### src/rtl/jsh_pkg.sv
package jsh_pkg;
   localparam int unsigned REG_W = 32;
   // byte offsets: host software decodes these, so they are fixed
   localparam logic [7:0] OFS_CAP   = 8'h00;
   localparam logic [7:0] OFS_VHDR  = 8'h04;
   localparam logic [7:0] OFS_STAT  = 8'h08;
   localparam logic [7:0] OFS_LEN   = 8'h0C;
   localparam logic [7:0] OFS_TMS   = 8'h10;
   localparam logic [7:0] OFS_DATA  = 8'h14;
   localparam logic [7:0] OFS_HALF  = 8'h18;
   localparam logic [15:0] CAP_ID_VENDOR = 16'h000B;
   localparam logic [15:0] VHDR_ID       = 16'h0008;
   localparam logic [11:0] VHDR_LEN      = 12'h020;

   typedef struct packed {
      logic [11:0] next_ptr;
      logic [3:0]  version;
      logic [15:0] id;
   } cap_word_t;
endpackage

### src/rtl/jsh_id_words.sv
module jsh_id_words
   import jsh_pkg::*;
#(
   parameter logic [11:0] NEXT_PTR = 12'h000,
   parameter logic [3:0]  CAP_VER  = 4'h1,
   parameter logic [3:0]  VHDR_REV = 4'h0
) (
   output logic [REG_W-1:0] cap_word,
   output logic [REG_W-1:0] vhdr_word
);
   cap_word_t cap_s, vh_s;

   always_comb begin
      cap_s.next_ptr = NEXT_PTR;
      cap_s.version  = CAP_VER;
      cap_s.id       = CAP_ID_VENDOR;
      vh_s.next_ptr  = VHDR_LEN;
      vh_s.version   = VHDR_REV;
      vh_s.id        = VHDR_ID;
   end

   assign cap_word  = cap_s;
   assign vhdr_word = vh_s;
endmodule

### src/rtl/jsh_tick.sv
module jsh_tick #(
   parameter int unsigned DIV_W = 8
) (
   input  logic             clk,
   input  logic             rst_n,
   input  logic             run,
   input  logic [DIV_W-1:0] half,
   output logic             tick
);
   logic [DIV_W-1:0] cnt_q;

   assign tick = run && (cnt_q == half - DIV_W'(1));

   always_ff @(posedge clk or negedge rst_n) begin
      if (!rst_n)        cnt_q <= '0;
      else if (!run)     cnt_q <= '0;
      else if (tick)     cnt_q <= '0;
      else               cnt_q <= cnt_q + DIV_W'(1);
   end
endmodule

### src/rtl/jsh_shifter.sv
module jsh_shifter #(
   parameter int unsigned DATA_W = 32,
   parameter int unsigned LEN_W  = 6,
   parameter int unsigned DIV_W  = 8
) (
   input  logic              clk,
   input  logic              rst_n,
   input  logic              start,
   input  logic [LEN_W-1:0]  nbits,
   input  logic [DATA_W-1:0] tms_vec,
   input  logic [DATA_W-1:0] tdi_vec,
   input  logic [DIV_W-1:0]  half,
   input  logic              tdo,
   output logic              tck,
   output logic              tms,
   output logic              tdi,
   output logic              busy,
   output logic [DATA_W-1:0] result
);
   localparam int unsigned IDX_W = $clog2(DATA_W);

   logic [DATA_W-1:0] tms_sh, tdi_sh;
   logic [IDX_W-1:0]  idx;
   logic [LEN_W-1:0]  n_q;
   logic              tick;
   logic              last;

   jsh_tick #(.DIV_W(DIV_W)) u_tick (
      .clk  (clk),
      .rst_n(rst_n),
      .run  (busy),
      .half (half),
      .tick (tick)
   );

   assign last = (LEN_W'(idx) + LEN_W'(1)) == n_q;

   always_ff @(posedge clk or negedge rst_n) begin
      if (!rst_n) begin
         busy   <= 1'b0;
         tck    <= 1'b0;
         tms    <= 1'b0;
         tdi    <= 1'b0;
         idx    <= '0;
         n_q    <= '0;
         tms_sh <= '0;
         tdi_sh <= '0;
         result <= '0;
      end else if (start) begin
         result <= '0;
         idx    <= '0;
         n_q    <= nbits;
         tck    <= 1'b0;
         if (nbits != '0) begin
            busy   <= 1'b1;
            tms    <= tms_vec[0];
            tdi    <= tdi_vec[0];
            tms_sh <= tms_vec;
            tdi_sh <= tdi_vec;
         end
      end else if (busy && tick) begin
         if (!tck) begin
            tck         <= 1'b1;
            result[idx] <= tdo;
         end else begin
            tck <= 1'b0;
            if (last) begin
               busy <= 1'b0;
            end else begin
               idx    <= idx + IDX_W'(1);
               tms    <= tms_sh[1];
               tdi    <= tdi_sh[1];
               tms_sh <= tms_sh >> 1;
               tdi_sh <= tdi_sh >> 1;
            end
         end
      end
   end

   // no clock edges outside an operation
   a_r3_tck_idle_low: assert property (@(posedge clk) disable iff (!rst_n)
      !busy |-> !tck);
   // data lines hold while TCK is high
   a_r4_data_stable_high: assert property (@(posedge clk) disable iff (!rst_n)
      (tck && $past(tck)) |-> ($stable(tms) && $stable(tdi)));
   // busy ends with the final falling edge
   a_r7_busy_ends_on_fall: assert property (@(posedge clk) disable iff (!rst_n)
      $fell(busy) |-> $fell(tck));
   // zero-length start does not run
   a_r8_zero_len_idle: assert property (@(posedge clk) disable iff (!rst_n)
      (start && nbits == '0) |=> !busy);
endmodule

### src/rtl/jsh_regs.sv
module jsh_regs
   import jsh_pkg::*;
#(
   parameter int unsigned MAX_BITS   = 32,
   parameter int unsigned LEN_W      = 6,
   parameter int unsigned DIV_W      = 8,
   parameter int unsigned FIXED_HALF = 0
) (
   input  logic              clk,
   input  logic              rst_n,
   input  logic              reg_wr,
   input  logic [7:0]        reg_addr,
   input  logic [REG_W-1:0]  reg_wdata,
   output logic [REG_W-1:0]  reg_rdata,
   input  logic [REG_W-1:0]  cap_word,
   input  logic [REG_W-1:0]  vhdr_word,
   input  logic              busy,
   input  logic [REG_W-1:0]  result,
   output logic              start,
   output logic [LEN_W-1:0]  nbits,
   output logic [REG_W-1:0]  tms_vec,
   output logic [DIV_W-1:0]  half
);
   logic [LEN_W-1:0] len_q;
   logic [DIV_W-1:0] half_raw;
   logic             wr_ok;

   assign wr_ok = reg_wr && !busy;
   assign start = wr_ok && (reg_addr == OFS_DATA);
   assign nbits = (len_q > LEN_W'(MAX_BITS)) ? LEN_W'(MAX_BITS) : len_q;

   always_ff @(posedge clk or negedge rst_n) begin
      if (!rst_n) begin
         len_q   <= '0;
         tms_vec <= '0;
      end else if (wr_ok) begin
         if (reg_addr == OFS_LEN) len_q   <= reg_wdata[LEN_W-1:0];
         if (reg_addr == OFS_TMS) tms_vec <= reg_wdata;
      end
   end

   generate
      if (FIXED_HALF != 0) begin : g_fixed_half
         assign half_raw = DIV_W'(FIXED_HALF);
         assign half     = DIV_W'(FIXED_HALF);
      end else begin : g_prog_half
         logic [DIV_W-1:0] half_q;
         always_ff @(posedge clk or negedge rst_n) begin
            if (!rst_n)                            half_q <= DIV_W'(1);
            else if (wr_ok && reg_addr == OFS_HALF) half_q <= reg_wdata[DIV_W-1:0];
         end
         assign half_raw = half_q;
         assign half     = (half_q == '0) ? DIV_W'(1) : half_q;
         // programmed half period frozen during an operation
         a_r9_half_frozen: assert property (@(posedge clk) disable iff (!rst_n)
            (busy && $past(busy)) |-> $stable(half_q));
      end
   endgenerate

   always_comb begin
      unique case (reg_addr)
         OFS_CAP:  reg_rdata = cap_word;
         OFS_VHDR: reg_rdata = vhdr_word;
         OFS_STAT: reg_rdata = {{(REG_W-1){1'b0}}, busy};
         OFS_LEN:  reg_rdata = REG_W'(len_q);
         OFS_TMS:  reg_rdata = tms_vec;
         OFS_DATA: reg_rdata = result;
         OFS_HALF: reg_rdata = REG_W'(half_raw);
         default:  reg_rdata = '0;
      endcase
   end

   // length and TMS vector frozen while busy
   a_r9_len_frozen: assert property (@(posedge clk) disable iff (!rst_n)
      busy |=> ($stable(len_q) && $stable(tms_vec)));
   // effective half period never zero
   always_comb a_r6_half_nonzero: assert (half != '0);
endmodule

### src/rtl/jsh_engine.sv
module jsh_engine
   import jsh_pkg::*;
#(
   parameter int unsigned   MAX_BITS   = 32,
   parameter int unsigned   DIV_W      = 8,
   parameter int unsigned   FIXED_HALF = 0,
   parameter logic [11:0]   NEXT_PTR   = 12'h000,
   parameter logic [3:0]    CAP_VER    = 4'h1,
   parameter logic [3:0]    VHDR_REV   = 4'h0
) (
   input  logic              clk,
   input  logic              rst_n,
   input  logic              reg_wr,
   input  logic [7:0]        reg_addr,
   input  logic [REG_W-1:0]  reg_wdata,
   output logic [REG_W-1:0]  reg_rdata,
   output logic              jtag_tck,
   output logic              jtag_tms,
   output logic              jtag_tdi,
   input  logic              jtag_tdo,
   output logic              busy
);
   localparam int unsigned LEN_W = 6;

   generate
      if (MAX_BITS < 1 || MAX_BITS > REG_W) begin : g_bad_bits
         $error("jsh_engine: MAX_BITS must lie in 1..32");
      end
      if (DIV_W < 1 || DIV_W > 16) begin : g_bad_div
         $error("jsh_engine: DIV_W must lie in 1..16");
      end
      if (FIXED_HALF >= (1 << DIV_W)) begin : g_bad_fixed
         $error("jsh_engine: FIXED_HALF does not fit DIV_W");
      end
   endgenerate

   logic [REG_W-1:0] cap_word, vhdr_word, tms_vec, result;
   logic [LEN_W-1:0] nbits;
   logic [DIV_W-1:0] half;
   logic             start;

   jsh_id_words #(
      .NEXT_PTR(NEXT_PTR), .CAP_VER(CAP_VER), .VHDR_REV(VHDR_REV)
   ) u_id (
      .cap_word (cap_word),
      .vhdr_word(vhdr_word)
   );

   jsh_regs #(
      .MAX_BITS(MAX_BITS), .LEN_W(LEN_W), .DIV_W(DIV_W), .FIXED_HALF(FIXED_HALF)
   ) u_regs (
      .clk      (clk),
      .rst_n    (rst_n),
      .reg_wr   (reg_wr),
      .reg_addr (reg_addr),
      .reg_wdata(reg_wdata),
      .reg_rdata(reg_rdata),
      .cap_word (cap_word),
      .vhdr_word(vhdr_word),
      .busy     (busy),
      .result   (result),
      .start    (start),
      .nbits    (nbits),
      .tms_vec  (tms_vec),
      .half     (half)
   );

   jsh_shifter #(
      .DATA_W(REG_W), .LEN_W(LEN_W), .DIV_W(DIV_W)
   ) u_shift (
      .clk    (clk),
      .rst_n  (rst_n),
      .start  (start),
      .nbits  (nbits),
      .tms_vec(tms_vec),
      .tdi_vec(reg_wdata),
      .half   (half),
      .tdo    (jtag_tdo),
      .tck    (jtag_tck),
      .tms    (jtag_tms),
      .tdi    (jtag_tdi),
      .busy   (busy),
      .result (result)
   );
endmodule

### config.mk
export PLATFORM = sky130hd
export DESIGN_NAME = jsh_engine
export DESIGN_NICKNAME = d
export VERILOG_FILES = /design/src/rtl/jsh_pkg.sv /design/src/rtl/jsh_id_words.sv /design/src/rtl/jsh_tick.sv /design/src/rtl/jsh_shifter.sv /design/src/rtl/jsh_regs.sv /design/src/rtl/jsh_engine.sv
export SDC_FILE = /design/constraint.sdc
export NUM_CORES = 1
export LEC_CHECK = 0
export BUFFER_PORTS_ARGS = -buffer_cell sky130_fd_sc_hd__buf_2
export CORE_AREA = 2 2 108 162
export DETAILED_ROUTE_END_ITERATION = 6
export DIE_AREA = 0 0 110 164
export GPL_ROUTABILITY_DRIVEN = 0
export GPL_TIMING_DRIVEN = 0
export MAX_ROUTING_LAYER = met4
export PLACE_DENSITY = 0.73
export SYNTH_ARGS = -nofsm -noshare
export SYNTH_HDL_FRONTEND = slang
export SYNTH_SLANG_ARGS = --single-unit
### constraint.sdc
create_clock -name clk -period 4.4 [get_ports clk]
set_input_delay 0.22 -clock clk [delete_from_list [all_inputs] [get_ports clk]]
set_output_delay 0.22 -clock clk [all_outputs]
set_load 0.05 [all_outputs]
==> tab_implementation.tex, run 1 <==
\begin{tabular}{lr}
\hline
Metric & Value \\
\hline
\multicolumn{2}{l}{\textbf{Run status}} \\
\quad Outcome & finished clean \\
\multicolumn{2}{l}{\textbf{Clock tree}} \\
\quad Post-CTS Setup Repair Bufs & 0 \\
\quad Clock root buffer & clkbuf\_16 \\
\quad Number of resized instances in the post-cts repair step & 0 \\
\quad Source-to-sink clock delay at the later pin of the worst-skew pair & between 0.4 and 0.5 ns \\
\quad Clock input transition at the sequential cells of the worst setup and hold paths & 0.07 ns \\
\quad Inserted Clock Buffers & 17 \\
\quad Max Root-Sink Buffers & 2 \\
\quad CTS HTree Levels & 4 \\
\quad CTS tree & built \\
\quad Total number of clock tree sinks & 163 \\
\multicolumn{2}{l}{\textbf{Pwr}} \\
\quad Peak VDD IR & 0.000224 V \\
\quad Post-layout total power & 0.00353 W \\
\quad Cell leakage power & 5.32 nW \\
\quad Power Density & $\sim$340 mW/mm\^{}2 \\
\multicolumn{2}{l}{\textbf{Routing}} \\
\quad Number of remaining DRC errors & 0 \\
\quad Highest routed metal layer & met4 \\
\quad Met1 WL & 10200 um \\
\quad Drt initial violations & about 500 \\
\quad Met2 wire length & 13100 um \\
\quad Vias per Instance & 6.08 \\
\quad Final wirelength & 25800 um \\
\quad Average wire length per cell after detail routing & between 20 and 25 um \\
\quad First-pass iteration count of the detailed router & 7 \\
\quad Number of vias in the routed layout & 7718 \\
\quad Post-detailed-route count of antenna-violating nets & 0 \\
\quad Met3 WL post-DR & around 1400 um \\
\multicolumn{2}{l}{\textbf{Setup path}} \\
\quad Start point of the critical path & u\_regs.g\_prog\_half.half\_q[3]\$\_DFFE\_PN0P\_ \\
\quad Worst Setup Start Kind & register \\
\quad CP Data Arrival Time & between 4 and 5 ns \\
\quad Worst path required time & 4.76 ns \\
\quad Critical Path End Type & register \\
\quad Worst-case register-to-register setup slack & 0.71 ns \\
\quad Critical Path Fanout Max & 10 \\
\quad Crit Reg-Reg Endpoint & u\_shift.tdi\_sh[16]\$\_DFFE\_PN0P\_ \\
\quad Classification of the worst setup path & register to register \\
\quad Reg2Reg Launch Point & u\_regs.g\_prog\_half.half\_q[3]\$\_DFFE\_PN0P\_ \\
\quad Path depth of the worst reg2reg path & 13 \\
\multicolumn{2}{l}{\textbf{GRT}} \\
\quad Largest net degree at the start of global routing & 84 \\
\quad Remaining global-route overflow & 0 \\
\quad Global-route wire length before repair & 41100 um \\
\quad Global Route Usage Sum & 31.1\% \\
\quad Vias in the first global route & 7688 \\
\quad Initial antenna violation count & 0 \\
\multicolumn{2}{l}{\textbf{Logic synthesis}} \\
\quad Mean Syn Cell Area & 9.42 um\^{}2 \\
\quad Post-synth design cell area & 0.00895 mm\^{}2 \\
\quad Most used flip-flop cell after synthesis & dfrtp\_1 \\
\quad Count of cell types in the netlist & 60 \\
\quad Number of instances in the synthesized netlist & 950 \\
\quad Number of synthesized register bits & 163 \\
\quad Syn Nets & 1000 \\
\quad Share of synthesized registers carrying an async set or reset & 100\% \\
\quad Total number of yosys warnings & 0 \\
\quad Count of flip-flops with a built-in enable after synthesis & 0 \\
\quad Sequential share of the synthesized area & 45.6\% \\
\multicolumn{2}{l}{\textbf{Place}} \\
\quad Total of buffers placed on input and output ports & 77 \\
\quad Placement Cell Area & between 0.009 and 0.01 mm\^{}2 \\
\quad Estimated wirelength of the detail-placed design & 19000 um \\
\multicolumn{2}{l}{\textbf{Worst hold path}} \\
\quad Tightest Hold Check Type & input pin to register \\
\quad Endpoint, Worst Hold & u\_regs.tms\_vec[19]\$\_DFFE\_PN0P\_ \\
\quad Source of the worst hold timing path & reg\_wdata[19] \\
\quad Hold path depth & 2 \\
\multicolumn{2}{l}{\textbf{Timing}} \\
\quad Period minus WS final & roughly 3.7 ns \\
\quad Clock skew & 0.0116 ns \\
\quad Transition time at the pin with the least slew margin & 0.893 ns \\
\quad Final count of pins violating max slew & 0 \\
\quad Final TNS setup & 0 ns \\
\quad Worst slew margin relative to its limit & between 40\% and 50\% \\
\quad Period utilization & 83.8\% \\
\quad Final count of hold timing violations & 0 \\
\quad Setup repair after global routing missed its margin & no \\
\quad Final setup violation count & 0 \\
\quad Max Freq & 271 MHz \\
\quad Worst slack on hold paths & roughly 0.032 ns \\
\multicolumn{2}{l}{\textbf{Finish}} \\
\quad Share of final-layout standard cells stronger than drive strength 1 & 20.8\% \\
\quad ANT cells & 0 \\
\quad Utilization after layout & roughly three fifths \\
\quad Number of nets in the final layout & $\sim$1100 \\
\quad Synth-to-Final Area Change & 14.7\% \\
\quad Design area & 0.0103 mm\^{}2 \\
\multicolumn{2}{l}{\textbf{Floorplanning}} \\
\quad Initial standard-cell utilization of the core & 53.9\% \\
\quad Die boundary width & about 110 um \\
\quad Die ar. & approximately 0.018 mm\^{}2 \\
\quad I/O pin count & 80 \\
\quad Core Area & $\sim$0.017 mm\^{}2 \\
\quad Die boundary height & 164 um \\
\quad Num rows & 58 \\
\multicolumn{2}{l}{\textbf{Flow run}} \\
\quad Total of max-cap violations & 0 \\
\hline
\end{tabular}
[layout by cell type, fill, tap and decap left out, types with 6 or more instances in the layout]
master / synthesis / layout
ha_1: 6 / 6
clkbuf_1: 36 / 37
nand4_1: 9 / 9
a22oi_1: 6 / 6
a22o_1: 24 / 24
a41o_1: 62 / 62
xor2_1: 9 / 9
clkbuf_16: 0 / 17
dfrtp_1: 162 / 162
a21oi_2: 13 / 13
inv_1: 8 / 8
and3_1: 6 / 6
nor2b_1: 11 / 11
a21oi_1: 56 / 56
nor2_1: 212 / 212
nand3_1: 27 / 27
mux2_2: 43 / 43
nand3b_1: 8 / 8
buf_2: 29 / 105
buf_6: 10 / 10
nand2b_1: 10 / 10
nor3_1: 19 / 19
mux2i_1: 34 / 34
xnor2_1: 11 / 11
nand2_1: 75 / 75
[synth_stat cells (3+ instances only)]
master,count,share of area [%]
a41o_1,62,6.9
a22o_1,24,2.3
ha_1,6,0.84
nand2b_1,10,0.70
nor3_1,19,1.1
nand3_1,27,1.5
buf_1,3,0.13
or2_2,3,0.21
o21ai_0,4,0.22
clkbuf_1,36,1.5
inv_1,8,0.34
nor4_1,4,0.28
and3_1,6,0.42
mux2_2,43,5.4
a22oi_1,6,0.50
buf_2,29,1.6
or4_1,3,0.25
xnor2_1,11,1.1
nor2_1,212,8.9
xor2_1,9,0.88
mux2i_1,34,3.8
nand2_1,75,3.1
dfrtp_1,162,45
nand4_1,9,0.63
o21a_1,3,0.25
nand3b_1,8,0.67
a21oi_2,13,1.3
nor2b_1,11,0.77
buf_6,10,1.3
a221o_1,3,0.34
a21oi_1,56,3.1
o2111ai_1,3,0.29
or3_1,3,0.21
[power breakdown]
group | switching, W | internal (W) | total, W | leakage [nW]
combinational | 0.000216 | 0.000107 | 0.000323 | 3.16
clock | 0.000634 | 0.000964 | 0.00160 | 0.292
sequential | 0.0000626 | 0.00155 | 0.00161 | 1.87
total | 0.000912 | 0.00262 | 0.00353 | 5.32
[metal layers]
layer	GRT usage, %	up-vias
met5	-	-
met4	15.1	0
li1	-	3576
met1	36.3	3809
met2	51.3	269
met3	5.20	64
[worst max path at each step]
stage          slack, ns  cells past startpoint                              to
2_1_floorplan       1.39                     13  u_shift.tdi_sh[27]$_DFFE_PN0P_
3_3_place_gp        0.52                      1  u_shift.tms_sh[17]$_DFFE_PN0P_
3_5_place_dp        0.80                     13  u_shift.tms_sh[18]$_DFFE_PN0P_
4_1_cts             0.71                     13  u_shift.tdi_sh[16]$_DFFE_PN0P_
5_1_grt             0.39                     13  u_shift.tms_sh[18]$_DFFE_PN0P_
6_report            0.71                     13  u_shift.tdi_sh[16]$_DFFE_PN0P_
[logic make-up (layout without fill, tap and decap cells)]
group                      Yosys count  after routing  share of synthesized area (%)
adders and majority gates            6              6                          0.838
AOI/OAI and AO/OA                  192            192                           17.0
muxes                               77             77                           9.21
DFF                                163            163                           45.6
and+or+nand+nor                    404            404                           20.4
xor gates and xnor gates            20             20                           1.96
buffers and inverters               88            198                           5.02
[sequential cells by signal, summed over array words and instances (netlist names)]
register / cells
u_regs.len_q: 6
u_shift.idx: 5
u_shift.tdi_sh: 32
u_shift.tms_sh: 32
u_shift.busy: 1
u_shift.tck: 1
u_regs.tms_vec: 32
u_shift.result: 32
u_shift.u_tick.cnt_q: 8
u_regs.g_prog_half.half_q: 8
u_shift.n_q: 6
[per-stage QoR]
step / std cells / setup WS [ns]
2_1_floorplan: 950 / 1.39
3_3_place_gp: 1237 / 0.521
3_5_place_dp: 1238 / 0.802
4_1_cts: 1270 / 0.715
5_1_grt: 1270 / 0.389
6_report: 1270 / 0.711
[what timing repair did]
item	4_1_cts	5_1_grt
endpoints found under the setup margin	0	0
hold endpoints to repair	80	0
hold buffers	1	0
[worst max-delay path: stages, from the launching register on]
cell and delay [ns]:
dfrtp_1 0.38, buf_6 0.13, nor4_1 0.50, and2_1 0.25
nor2_1 0.06, ha_1 0.33, xor2_1 0.17, o2111ai_1 0.16
nor4_2 0.50, and3_1 0.26, buf_2 0.27, nand3_4 0.22
buf_6 0.23, a21oi_1 0.14
[area by class of cell]
| class | count | area (um^2) |
|---|---|---|
| buffer | 80 | 419 |
| clock buffer | 19 | 443 |
| clock inverter | 12 | 181 |
| fill | 1462 | 6340 |
| inverter | 8 | 30.0 |
| multi-input combinational | 699 | 4420 |
| sequential | 163 | 4080 |
| tap | 210 | 263 |
| timing repair buffer | 79 | 433 |
(Power assumes the default switching activity.)
==> run 2, diff against run 1 <==
- CORE_AREA: 2 2 108 162 -> 2 2 109 163
- DIE_AREA: 0 0 110 164 -> 0 0 111 165
- PLACE_DENSITY: 0.73 -> 0.75
- clock period: 4.4 -> 3.3 ns (I/O delays scaled with it)
==> tab_implementation.tex, run 2 (same netlist as run 1, synthesis figures left out) <==
\begin{tabular}{lr}
\hline
Metric & Value \\
\hline
\multicolumn{2}{l}{\textbf{Setup path}} \\
\quad Worst path required time & approximately 3.6 ns \\
\quad CP Data Arrival Time & $\sim$3.5 ns \\
\quad CP Cell Sequence & buf\_6 > nor4\_4 > and2\_1 > nor2\_1 > ha\_1 > xor2\_1 > o2111ai\_1 > nor4\_2 > buf\_4 > and4\_1 > buf\_4 > buf\_6 > nand3\_1 > mux2i\_1 \\
\quad Critical Path Fanout Max & 10 \\
\quad Worst Setup Start Kind & register \\
\quad Kind of cell adding the most delay to the critical path & simple AND/OR/NAND/NOR gates \\
\quad Classification of the worst setup path & register to register \\
\quad Critical Path End Type & register \\
\quad Largest stage delay, worst path & 0.37 ns \\
\quad Worst-case register-to-register setup slack & 0.16 ns \\
\quad Critical-path cell with the highest stage delay & dfrtp\_1 \\
\quad Critical path buffers and inverters & 4 \\
\multicolumn{2}{l}{\textbf{Routing}} \\
\quad Post-detailed-route count of antenna-violating nets & 0 \\
\quad Average wire length per cell after detail routing & 20.2 um \\
\quad Number of vias in the routed layout & 7858 \\
\quad First-pass iteration count of the detailed router & 5 \\
\quad Number of remaining DRC errors & 0 \\
\quad Final wirelength & 26100 um \\
\quad Vias per Instance & 6.09 \\
\quad Drt initial violations & 637 \\
\multicolumn{2}{l}{\textbf{GRT}} \\
\quad Remaining global-route overflow & 0 \\
\quad Largest net degree at the start of global routing & 112 \\
\quad Vias in the first global route & 7830 \\
\quad Initial antenna violation count & 0 \\
\quad Global-route wire length before repair & 41900 um \\
\quad Global Route Usage Sum & 30.1\% \\
\multicolumn{2}{l}{\textbf{Timing}} \\
\quad Period utilization & 95.2\% \\
\quad Final count of pins violating max slew & 0 \\
\quad Clock skew & around 0.011 ns \\
\quad Period minus WS final & around 3.1 ns \\
\quad Worst slew margin relative to its limit & 35.5\% \\
\quad Final count of hold timing violations & 0 \\
\quad Transition time at the pin with the least slew margin & 0.962 ns \\
\quad Worst slack on hold paths & 0.00570 ns \\
\quad Max Freq & 318 MHz \\
\quad Final setup violation count & 0 \\
\multicolumn{2}{l}{\textbf{Finish}} \\
\quad Synth-to-Final Area Change & 17.8\% \\
\quad Seq. cell area & just over 0.004 mm\^{}2 \\
\quad Multi-input gate area & 0.00446 mm\^{}2 \\
\quad Share of final-layout standard cells stronger than drive strength 1 & 21.2\% \\
\quad Most common cell after layout, fill and taps aside & nor2\_1 \\
\quad Filler Cell Count & about 1400 \\
\quad Commonest cells after routing, fill and taps aside & nor2\_1, dfrtp\_1, buf\_2 \\
\quad ANT cells & 0 \\
\quad Number of nets in the final layout & 1118 \\
\multicolumn{2}{l}{\textbf{Place}} \\
\quad Estimated wirelength of the detail-placed design & around 19000 um \\
\quad Total of buffers placed on input and output ports & 77 \\
\multicolumn{2}{l}{\textbf{Clock tree}} \\
\quad Max Root-Sink Buffers & 2 \\
\quad CTS HTree Levels & 4 \\
\quad Clock input transition at the sequential cells of the worst setup and hold paths & approximately 0.070 ns \\
\quad Total number of clock tree sinks & around 160 \\
\quad Inserted Clock Buffers & 17 \\
\quad Clock root buffer & clkbuf\_16 \\
\quad Source-to-sink clock delay at the later pin of the worst-skew pair & 0.44 ns \\
\quad CTS tree & built \\
\multicolumn{2}{l}{\textbf{Pwr}} \\
\quad Cell-internal power & between 0.003 and 0.004 W \\
\quad Switching power as a share of total power & between 20 and 30\% \\
\quad P\_sw & 0.00125 W \\
\quad Post-layout total power & 0.00483 W \\
\quad Proportion of power drawn by the clock network & 46.1\% \\
\quad Reg power frac & 44.6\% \\
\quad Cell leakage power & 5.43 nW \\
\quad Power Density & 458 mW/mm\^{}2 \\
\quad Share of total power in combinational logic & approximately a tenth \\
\quad Peak VDD IR & 0.000288 V \\
\multicolumn{2}{l}{\textbf{Floorplanning}} \\
\quad Die ar. & 0.0183 mm\^{}2 \\
\quad I/O pin count & 80 \\
\quad Initial standard-cell utilization of the core & $\sim$53\% \\
\quad Num rows & 58 \\
\quad Die boundary width & 111 um \\
\quad Core Area & 0.0168 mm\^{}2 \\
\quad Die boundary height & 165 um \\
\multicolumn{2}{l}{\textbf{Run status}} \\
\quad Outcome & finished clean \\
\multicolumn{2}{l}{\textbf{Worst hold path}} \\
\quad Tightest Hold Check Type & input pin to register \\
\multicolumn{2}{l}{\textbf{Flow run}} \\
\quad Total of max-cap violations & 0 \\
\hline
\end{tabular}
==> run 2: cell types whose count changed in the layout (fill, tap and decap cells not counted), moves of 2 or more <==
cell and delta:
dlygate4sd3_1 +18, buf_4 +2, nor3_1 -3, nor3_2 +3
==> run 2: cell type report <==
class	count	area share (%)
buffer	80	4.05
clock buffer	18	4.07
clock inverter	14	2.15
inverter	8	0.285
multi-input combinational	699	42.3
sequential	163	38.7
tap	210	2.49
timing repair buffer	99	5.95
==> run 2: per-layer routing <==
layer / GRT usage [%] / routed length [um] / up-vias
li1: - / - / 3610
met1: 35.4 / 10200 / 3856
met2: 51.2 / 13200 / 316
met3: 4.81 / 1480 / 76
met4: 13.5 / 1230 / 0
met5: - / 0 / -
==> run 2: metrics by stage <==
stage               cell area [um^2]  instances  setup TNS, ns  utilization [%]  setup slack, ns
floorplan                       8950        950              0                -            0.293
global placement                9600       1237         -83.78             57.3           -0.475
detailed placement              9640       1238         -12.22             57.5           -0.226
CTS                            10500       1289              0             62.6           0.0253
global route                   10500       1291       -0.00123             62.9         -0.00123
finish                         10500       1291              0             62.9            0.160
==> run 2: final timing paths <==
path | startpoint | end | depth (start not counted)
min reg2reg | u_shift.n_q[3]$_DFFE_PN0P_ | u_shift.n_q[3]$_DFFE_PN0P_ | 2
max reg2reg | u_regs.g_prog_half.half_q[3]$_DFFE_PN0P_ | u_shift.result[15]$_DFFE_PN0P_ | 14
max | u_regs.g_prog_half.half_q[3]$_DFFE_PN0P_ | u_shift.result[15]$_DFFE_PN0P_ | 14
max in group asynchronous | rst_n | u_shift.tms_sh[18]$_DFFE_PN0P_ | 3
min in group asynchronous | rst_n | u_shift.u_tick.cnt_q[2]$_DFF_PN0_ | 2
min | reg_wdata[19] | u_regs.tms_vec[19]$_DFFE_PN0P_ | 2
==> run 2: timing repair <==
item / 4_1_cts / 5_1_grt
hold buffers: 18 / 1
gates cloned: 0 / 0
setup buffers: 1 / 1
pin swaps: 1 / 1
setup endpoints to repair: 103 / 103
hold endpoints to repair: 69 / 1
gates resized for setup: 1 / 11
==> run 2: worst reg2reg max path: stages (launching register included) <==
cell and delay, ns:
dfrtp_1 0.37, buf_6 0.14, nor4_4 0.32, and2_1 0.20
nor2_1 0.06, ha_1 0.33, xor2_1 0.17, o2111ai_1 0.14
nor4_2 0.29, buf_4 0.19, and4_1 0.19, buf_4 0.18
buf_6 0.16, nand3_1 0.11, mux2i_1 0.15
==> run 2: power by group through the flow <==
stage          Sequential (W)  Clock (W)  Combinational [W]
2_1_floorplan         0.00215          0           0.000257
3_3_place_gp          0.00218          0           0.000412
3_5_place_dp          0.00219          0           0.000425
4_1_cts               0.00215    0.00223           0.000446
5_1_grt               0.00216    0.00232           0.000497
6_report              0.00215    0.00223           0.000454
